`config.mk`:
```
export PLATFORM = sky130hd
export DESIGN_NAME = regbank_commit
export DESIGN_NICKNAME = d
export VERILOG_FILES = /design/src/rtl/regbank_pkg.sv /design/src/rtl/regbank_vdsync.sv /design/src/rtl/regbank_ctrl.sv /design/src/rtl/regbank_data.sv /design/src/rtl/regbank_commit.sv
export SDC_FILE = /design/constraint.sdc
export NUM_CORES = 2
export LEC_CHECK = 0
export BUFFER_PORTS_ARGS = -buffer_cell sky130_fd_sc_hd__buf_2
export CELL_PAD_IN_SITES_DETAIL_PLACEMENT = 2
export CELL_PAD_IN_SITES_GLOBAL_PLACEMENT = 2
export CORE_ASPECT_RATIO = 1.4
export CORE_MARGIN = 5
export CORE_UTILIZATION = 43
export CTS_CLUSTER_DIAMETER = 50
export DETAILED_ROUTE_END_ITERATION = 10
export PLACE_DENSITY_LB_ADDON = 0.08
export SLEW_MARGIN = 20
export SYNTH_ARGS = -nofsm -noshare
export SYNTH_HDL_FRONTEND = slang
export SYNTH_SLANG_ARGS = --single-unit
```
`constraint.sdc`:
```
create_clock -name clk -period 5.44 [get_ports clk]
set_input_delay 0.272 -clock clk [delete_from_list [all_inputs] [get_ports clk]]
set_output_delay 0.272 -clock clk [all_outputs]
set_load 0.01 [all_outputs]
```
`src/rtl/regbank_pkg.sv`:
```
package regbank_pkg;
  localparam int DATA_W     = 16;
  localparam int CTRL_W     = 28;
  localparam int ADDR_W     = 8;
  localparam int GRP_SIZE   = 16;
  localparam int NUM_GRP    = 4;
  localparam int NUM_VD_GRP = 3;
  localparam int NUM_REGS   = GRP_SIZE * NUM_GRP;
  localparam int NUM_MASK   = NUM_GRP + NUM_VD_GRP;
  localparam int IDX_W      = $clog2(NUM_REGS);
  localparam logic [ADDR_W-1:0] MASK_BASE = 8'h60;

  // Strobes from the control side to the register datapath
  typedef struct packed {
    logic [NUM_REGS-1:0] shadowWr;
    logic [NUM_REGS-1:0] immWr;
    logic                vdCommit;
    logic [DATA_W-1:0]   wrValue;
  } commitStrobes_t;

  // Mask slot holding the immediate mask of group g
  function automatic int immSlot(int g);
    return (g < NUM_VD_GRP) ? 2 * g : 2 * NUM_VD_GRP + (g - NUM_VD_GRP);
  endfunction

  function automatic logic [DATA_W-1:0] maskResetValue(int k);
    case (k)
      0:       return 16'h1803;
      1:       return 16'hE7FC;
      2:       return 16'hF8FD;
      3:       return 16'h0702;
      4:       return 16'hFFF9;
      5:       return 16'h0006;
      6:       return 16'hFFFF;
      default: return '0;
    endcase
  endfunction
endpackage

```
`src/rtl/regbank_vdsync.sv`:
```
module regbank_vdsync (
  input  logic clk,
  input  logic rstN,
  input  logic frameSync,
  output logic vdEdge
);
  logic syncA, syncB, syncPrev;

  always_ff @(posedge clk or negedge rstN) begin
    if (!rstN) begin
      syncA    <= 1'b0;
      syncB    <= 1'b0;
      syncPrev <= 1'b0;
    end else begin
      syncA    <= frameSync;
      syncB    <= syncA;
      syncPrev <= syncB;
    end
  end

  assign vdEdge = syncB & ~syncPrev;
endmodule

```
`src/rtl/regbank_ctrl.sv`:
```
module regbank_ctrl
  import regbank_pkg::*;
(
  input  logic                  clk,
  input  logic                  rstN,
  input  logic                  wrEn,
  input  logic [ADDR_W-1:0]     wrAddr,
  input  logic [CTRL_W-1:0]     wrData,
  input  logic                  vdEdge,
  input  logic [ADDR_W-1:0]     rdAddr,
  output commitStrobes_t        strb,
  output logic                  rdMaskHit,
  output logic [DATA_W-1:0]     rdMaskVal
);
  logic [DATA_W-1:0]   maskReg [NUM_MASK];
  logic [NUM_REGS-1:0] immEn;
  logic                dataHit;
  logic                unusedHiBits;

  // Mask registers: stored bits take effect on the next cycle
  always_ff @(posedge clk or negedge rstN) begin
    if (!rstN) begin
      for (int k = 0; k < NUM_MASK; k++) maskReg[k] <= maskResetValue(k);
    end else if (wrEn) begin
      for (int k = 0; k < NUM_MASK; k++) begin
        if (wrAddr == MASK_BASE + ADDR_W'(k)) maskReg[k] <= wrData[DATA_W-1:0];
      end
    end
  end

  // Per-address immediate enable, one mask per group
  for (genvar g = 0; g < NUM_GRP; g++) begin : gImm
    assign immEn[g*GRP_SIZE +: GRP_SIZE] = maskReg[immSlot(g)];
  end

  assign dataHit = wrAddr < ADDR_W'(NUM_REGS);

  always_comb begin
    strb          = '0;
    strb.vdCommit = vdEdge;
    strb.wrValue  = wrData[DATA_W-1:0];
    if (wrEn && dataHit) strb.shadowWr = NUM_REGS'(1) << wrAddr[IDX_W-1:0];
    strb.immWr = strb.shadowWr & immEn;
  end

  always_comb begin
    rdMaskHit = 1'b0;
    rdMaskVal = '0;
    for (int k = 0; k < NUM_MASK; k++) begin
      if (rdAddr == MASK_BASE + ADDR_W'(k)) begin
        rdMaskHit = 1'b1;
        rdMaskVal = maskReg[k];
      end
    end
  end

  assign unusedHiBits = ^wrData[CTRL_W-1:DATA_W];
endmodule

```
`src/rtl/regbank_data.sv`:
```
module regbank_data
  import regbank_pkg::*;
(
  input  logic                       clk,
  input  logic                       rstN,
  input  commitStrobes_t             strb,
  input  logic [ADDR_W-1:0]          rdAddr,
  input  logic                       rdMaskHit,
  input  logic [DATA_W-1:0]          rdMaskVal,
  output logic [NUM_REGS*DATA_W-1:0] activeFlat,
  output logic [NUM_REGS-1:0]        pendingVec,
  output logic [DATA_W-1:0]          rdData
);
  logic [DATA_W-1:0] shadowReg [NUM_REGS];
  logic [DATA_W-1:0] activeReg [NUM_REGS];

  always_ff @(posedge clk or negedge rstN) begin
    if (!rstN) begin
      for (int i = 0; i < NUM_REGS; i++) begin
        shadowReg[i]  <= '0;
        activeReg[i]  <= '0;
        pendingVec[i] <= 1'b0;
      end
    end else begin
      for (int i = 0; i < NUM_REGS; i++) begin
        if (strb.shadowWr[i]) shadowReg[i] <= strb.wrValue;
        // Immediate write outranks a commit of an older value
        if (strb.immWr[i])
          activeReg[i] <= strb.wrValue;
        else if (strb.vdCommit && pendingVec[i])
          activeReg[i] <= shadowReg[i];
        // A write landing on the commit edge stays pending
        if (strb.shadowWr[i])
          pendingVec[i] <= ~strb.immWr[i];
        else if (strb.vdCommit)
          pendingVec[i] <= 1'b0;
      end
    end
  end

  for (genvar i = 0; i < NUM_REGS; i++) begin : gFlat
    assign activeFlat[i*DATA_W +: DATA_W] = activeReg[i];
  end

  always_comb begin
    if (rdAddr < ADDR_W'(NUM_REGS))
      rdData = activeReg[rdAddr[IDX_W-1:0]];
    else if (rdMaskHit)
      rdData = rdMaskVal;
    else
      rdData = '0;
  end
endmodule

```
`src/rtl/regbank_commit.sv`:
```
module regbank_commit
  import regbank_pkg::*;
(
  input  logic                       clk,
  input  logic                       rstN,
  input  logic                       wrEn,
  input  logic [ADDR_W-1:0]          wrAddr,
  input  logic [CTRL_W-1:0]          wrData,
  input  logic                       frameSync,
  input  logic [ADDR_W-1:0]          rdAddr,
  output logic [DATA_W-1:0]          rdData,
  output logic [NUM_REGS*DATA_W-1:0] activeFlat
);
  commitStrobes_t      strb;
  logic                vdEdge;
  logic                rdMaskHit;
  logic [DATA_W-1:0]   rdMaskVal;
  logic [NUM_REGS-1:0] pendingVec;

  regbank_vdsync u_sync (
    .clk(clk), .rstN(rstN), .frameSync(frameSync), .vdEdge(vdEdge)
  );

  regbank_ctrl u_ctrl (
    .clk(clk), .rstN(rstN), .wrEn(wrEn), .wrAddr(wrAddr), .wrData(wrData),
    .vdEdge(vdEdge), .rdAddr(rdAddr), .strb(strb),
    .rdMaskHit(rdMaskHit), .rdMaskVal(rdMaskVal)
  );

  regbank_data u_data (
    .clk(clk), .rstN(rstN), .strb(strb), .rdAddr(rdAddr),
    .rdMaskHit(rdMaskHit), .rdMaskVal(rdMaskVal),
    .activeFlat(activeFlat), .pendingVec(pendingVec), .rdData(rdData)
  );
endmodule

```
==> flow_summary_export.csv <==
group,metric,value,unit
drt,drt_wl_total,460000,um
finish,final_common_cell,"dfrtp_1",
floorplan,core.rowCount,211,
cts,path_clk_slew,0.07,ns
logic_synthesis,asyncSetResetFlopFracSynth,1.00,
sta,min_period_over_period,0.750,
finish,nNetsFinal,9231,
cts,insertion_delay,0.92,ns
run_status,status,"finished with violations",
drt,via_count,76524,
placement,place_congestion,0.881,
drt,avgViaCountPerCell,6.14,
global_routing,grt_max_degree,162,
logic_synthesis,yosysSeqAreaShare,0.549,
placement,hpwl,320000,um
logic_synthesis,ys.flop_type,"dfrtp_1",
power,p_per_area,349,nW/um2
power,swShare,0.293,
sta,tightest_slew,1.25,ns
drt,wl_per_cell,36.9,um
power,comb_power_share,0.135,
setup_path,path_cells,"mux4_2, nand2_1, a32oi_1, nand4_1, nand3_1, buf_2",
drt,first_pass_iters,5,
logic_synthesis,synth_edf_count,0,
logic_synthesis,syn_inst,8347,
floorplan,die_h,585,um
power,p_int,29.3,mW
setup_path,critPathKind,"reg2out",
sta,max_freq,0.245,GHz
hold_path,hp-start,"wrData[12]",
drt,ant_nets,0,
floorplan,die_w,421,um
sta,slew_headroom,0.168,
floorplan,die_area,247000,um2
logic_synthesis,syn_nets,8395,
power,pwr-share-seq,0.464,
setup_path,max_stage_delay,0.96,ns
sta,hold_violations,4,
cts,cts_max_level,4,
finish,num-fill-cells,22991,
finish,final_cells,12466,
hold_path,min_path_type,"in2reg",
setup_path,critPathLaunchType,"register",
setup_path,worstPathMaxFanout,3,
finish,final_cell_area,119000,um2
global_routing,grt-ovfl-total,0,
sta,finalCriticalPeriod,4.08,ns
job,maxCapViolations,0,
cts,tritoncts,"yes",
cts,cts_sinks,2227,
logic_synthesis,post_synth.cell_area_avg,12.2,um2
floorplan,io_pins,1088,
placement,placedCellCount,12010,
cts,root_buffer,"clkbuf_16",
cts,cts_buffer_depth,4,
drt,drc,0,
power,ir_worst_vdd,0.000274,V
power,clkPwrFrac,0.401,
setup_path,startpoint,"u_data.activeFlat[1004]",
finish,layout_common_cells,"dfrtp_1, mux2_2, mux2i_1",
power,fin_total_pwr,41.4,mW
sta,finalSetupTns,0,ns
cts,cts_buffers,241,
global_routing,antenna_found_initial,25,
floorplan,start_util,0.431,
floorplan,coreArea,236000,um2
drt,drtIter0Drc,5835,
run_status,violations,"hold timing",
logic_synthesis,synth_area,102000,um2
finish,syn2layout_area_growth,16.5,%
global_routing,grt_pass1_vias,83921,
setup_path,crit_required,5.17,ns
setup_path,worstReg2RegStart,"u_sync.syncB",
setup_path,crit_path_end_kind,"output port",
setup_path,critPathArrivalTime,3.81,ns
power,p_leak,59.2,nW
logic_synthesis,ys_types,54,
placement,port_buffers,1075,
placement,dpl_cell_area,111000,um2
finish,layout-drive-gt1-share,0.350,
finish,seq_area,55800,um2
finish,multi_input_area,43200,um2
logic_synthesis,synth_warnings,0,
sta,slew_viol_final,0,
sta,rsz0062_at_grt,"no",
sta,setup_violations,0,
sta,skew,0.0332,ns
power,switchingPower,12.1,mW
sta,whs,-0.0247,ns
global_routing,track_usage,0.364,
global_routing,grt_pass1_wl,650000,um
setup_path,slowest_stage,"a32oi_1",
logic_synthesis,ys_seq_elements,2227,
-- metrics by stage --
stage	setup slack (ns)	util
3_3_place_gp	1.40	0.469
5_1_grt	1.33	0.503
2_1_floorplan	3.04	-
6_report	1.36	0.503
3_5_place_dp	1.41	0.469
4_1_cts	1.31	0.502
-- cell type report --
cell class | instances | share of cell area
diodes | 13 | 0.000274
clock buffers | 351 | 0.0589
clock inverters | 74 | 0.00632
inverters | 16 | 0.000528
multi-input cells | 5363 | 0.365
flip-flops and latches | 2227 | 0.471
well taps | 3088 | 0.0326
repair buffers | 1334 | 0.0659
-- path summary, 6_finish.rpt --
check	endpoint	slack, ns	cells after the start
worst min register to register	u_sync.syncB	0.36	0
worst max-delay path	rdData[12]	1.36	6
min in group asynchronous	u_data.shadowReg[53]	0.40	3
max in group asynchronous	u_data.activeFlat[772]	3.28	5
worst min-delay path	u_data.activeFlat[1004]	-0.02	3
worst max register to register	u_data.activeFlat[424]	2.78	6
-- per-layer routing --
layer,share of wire,vias up,global-route usage
met5,0.00019,-,0
met4,0.064,14,0.190
met3,0.081,794,0.103
met1,0.38,41769,0.442
li1,-,31258,-
met2,0.47,2689,0.595
-- synthesized netlist by cell type, types with 5 or more instances --
library cell,n,area (um2)
dfrtp_1,2163,54100
mux2_2,1198,13500
mux2i_1,1099,11000
nor2_1,692,2600
a21oi_1,642,3210
nand2_1,606,2270
clkbuf_1,563,2110
o21ai_0,471,2360
mux4_2,221,4980
nand3_1,103,515
buf_1,85,319
buf_2,84,420
dfstp_2,64,1680
o22ai_1,47,294
nand4_1,36,225
nand2b_1,30,188
a211oi_1,29,218
a32oi_1,28,245
a31oi_1,19,119
nor3_2,18,180
nand2_2,17,106
o2bb2ai_1,16,140
inv_1,15,56.3
nor2b_1,14,87.6
and2_0,10,62.6
a22oi_1,8,60.1
mux2_4,8,120
o211ai_1,7,52.6
nand4b_1,5,43.8
-- registers in the layout, indices dropped and copies added, names as in the netlist --
| register | flops |
|---|---|
| u_data.activeFlat | 1024 |
| u_data.shadowReg | 1024 |
| u_ctrl.immEn | 64 |
| u_data.pendingVec | 64 |
| u_ctrl.maskReg | 48 |
| u_sync.syncA | 1 |
| u_sync.syncB | 1 |
| u_sync.syncPrev | 1 |
-- kinds of logic (layout without fill, tap and decap cells) --
logic type | count (synthesis) | count (layout) | share of synthesized area
muxes | 2530 | 2530 | 0.291
DFF | 2227 | 2227 | 0.549
and+or+nand+nor | 1563 | 1563 | 0.0646
AOI/OAI and AO/OA | 1270 | 1270 | 0.0660
buffers and inverters | 757 | 1775 | 0.0293
other | 0 | 13 | 0
-- power groups by stage --
| stage | registers, mW | logic [mW] | clock network, mW |
|---|---|---|---|
| global route | 19.3 | 5.91 | 17.5 |
| detailed placement | 19.4 | 5.54 | 0 |
| global placement | 19.3 | 5.31 | 0 |
| CTS | 19.2 | 5.61 | 16.8 |
| floorplan | 19.2 | 2.17 | 0 |
| finish | 19.2 | 5.60 | 16.6 |
-- what timing repair did --
item	in CTS	in global routing
setup buffers	0	0
hold buffers	18	0
gates resized for setup	0	0
hold endpoints to repair	467	0
-- worst max-delay path, delay by kind of cell, from the launching register on --
kind	cells	cell delay (ns)
simple gates	3	0.94
mux	1	0.32
compound gates	1	0.96
flops	1	0.40
buf+inv	1	0.27
Note: power is estimated with default switching activity, not from simulation.
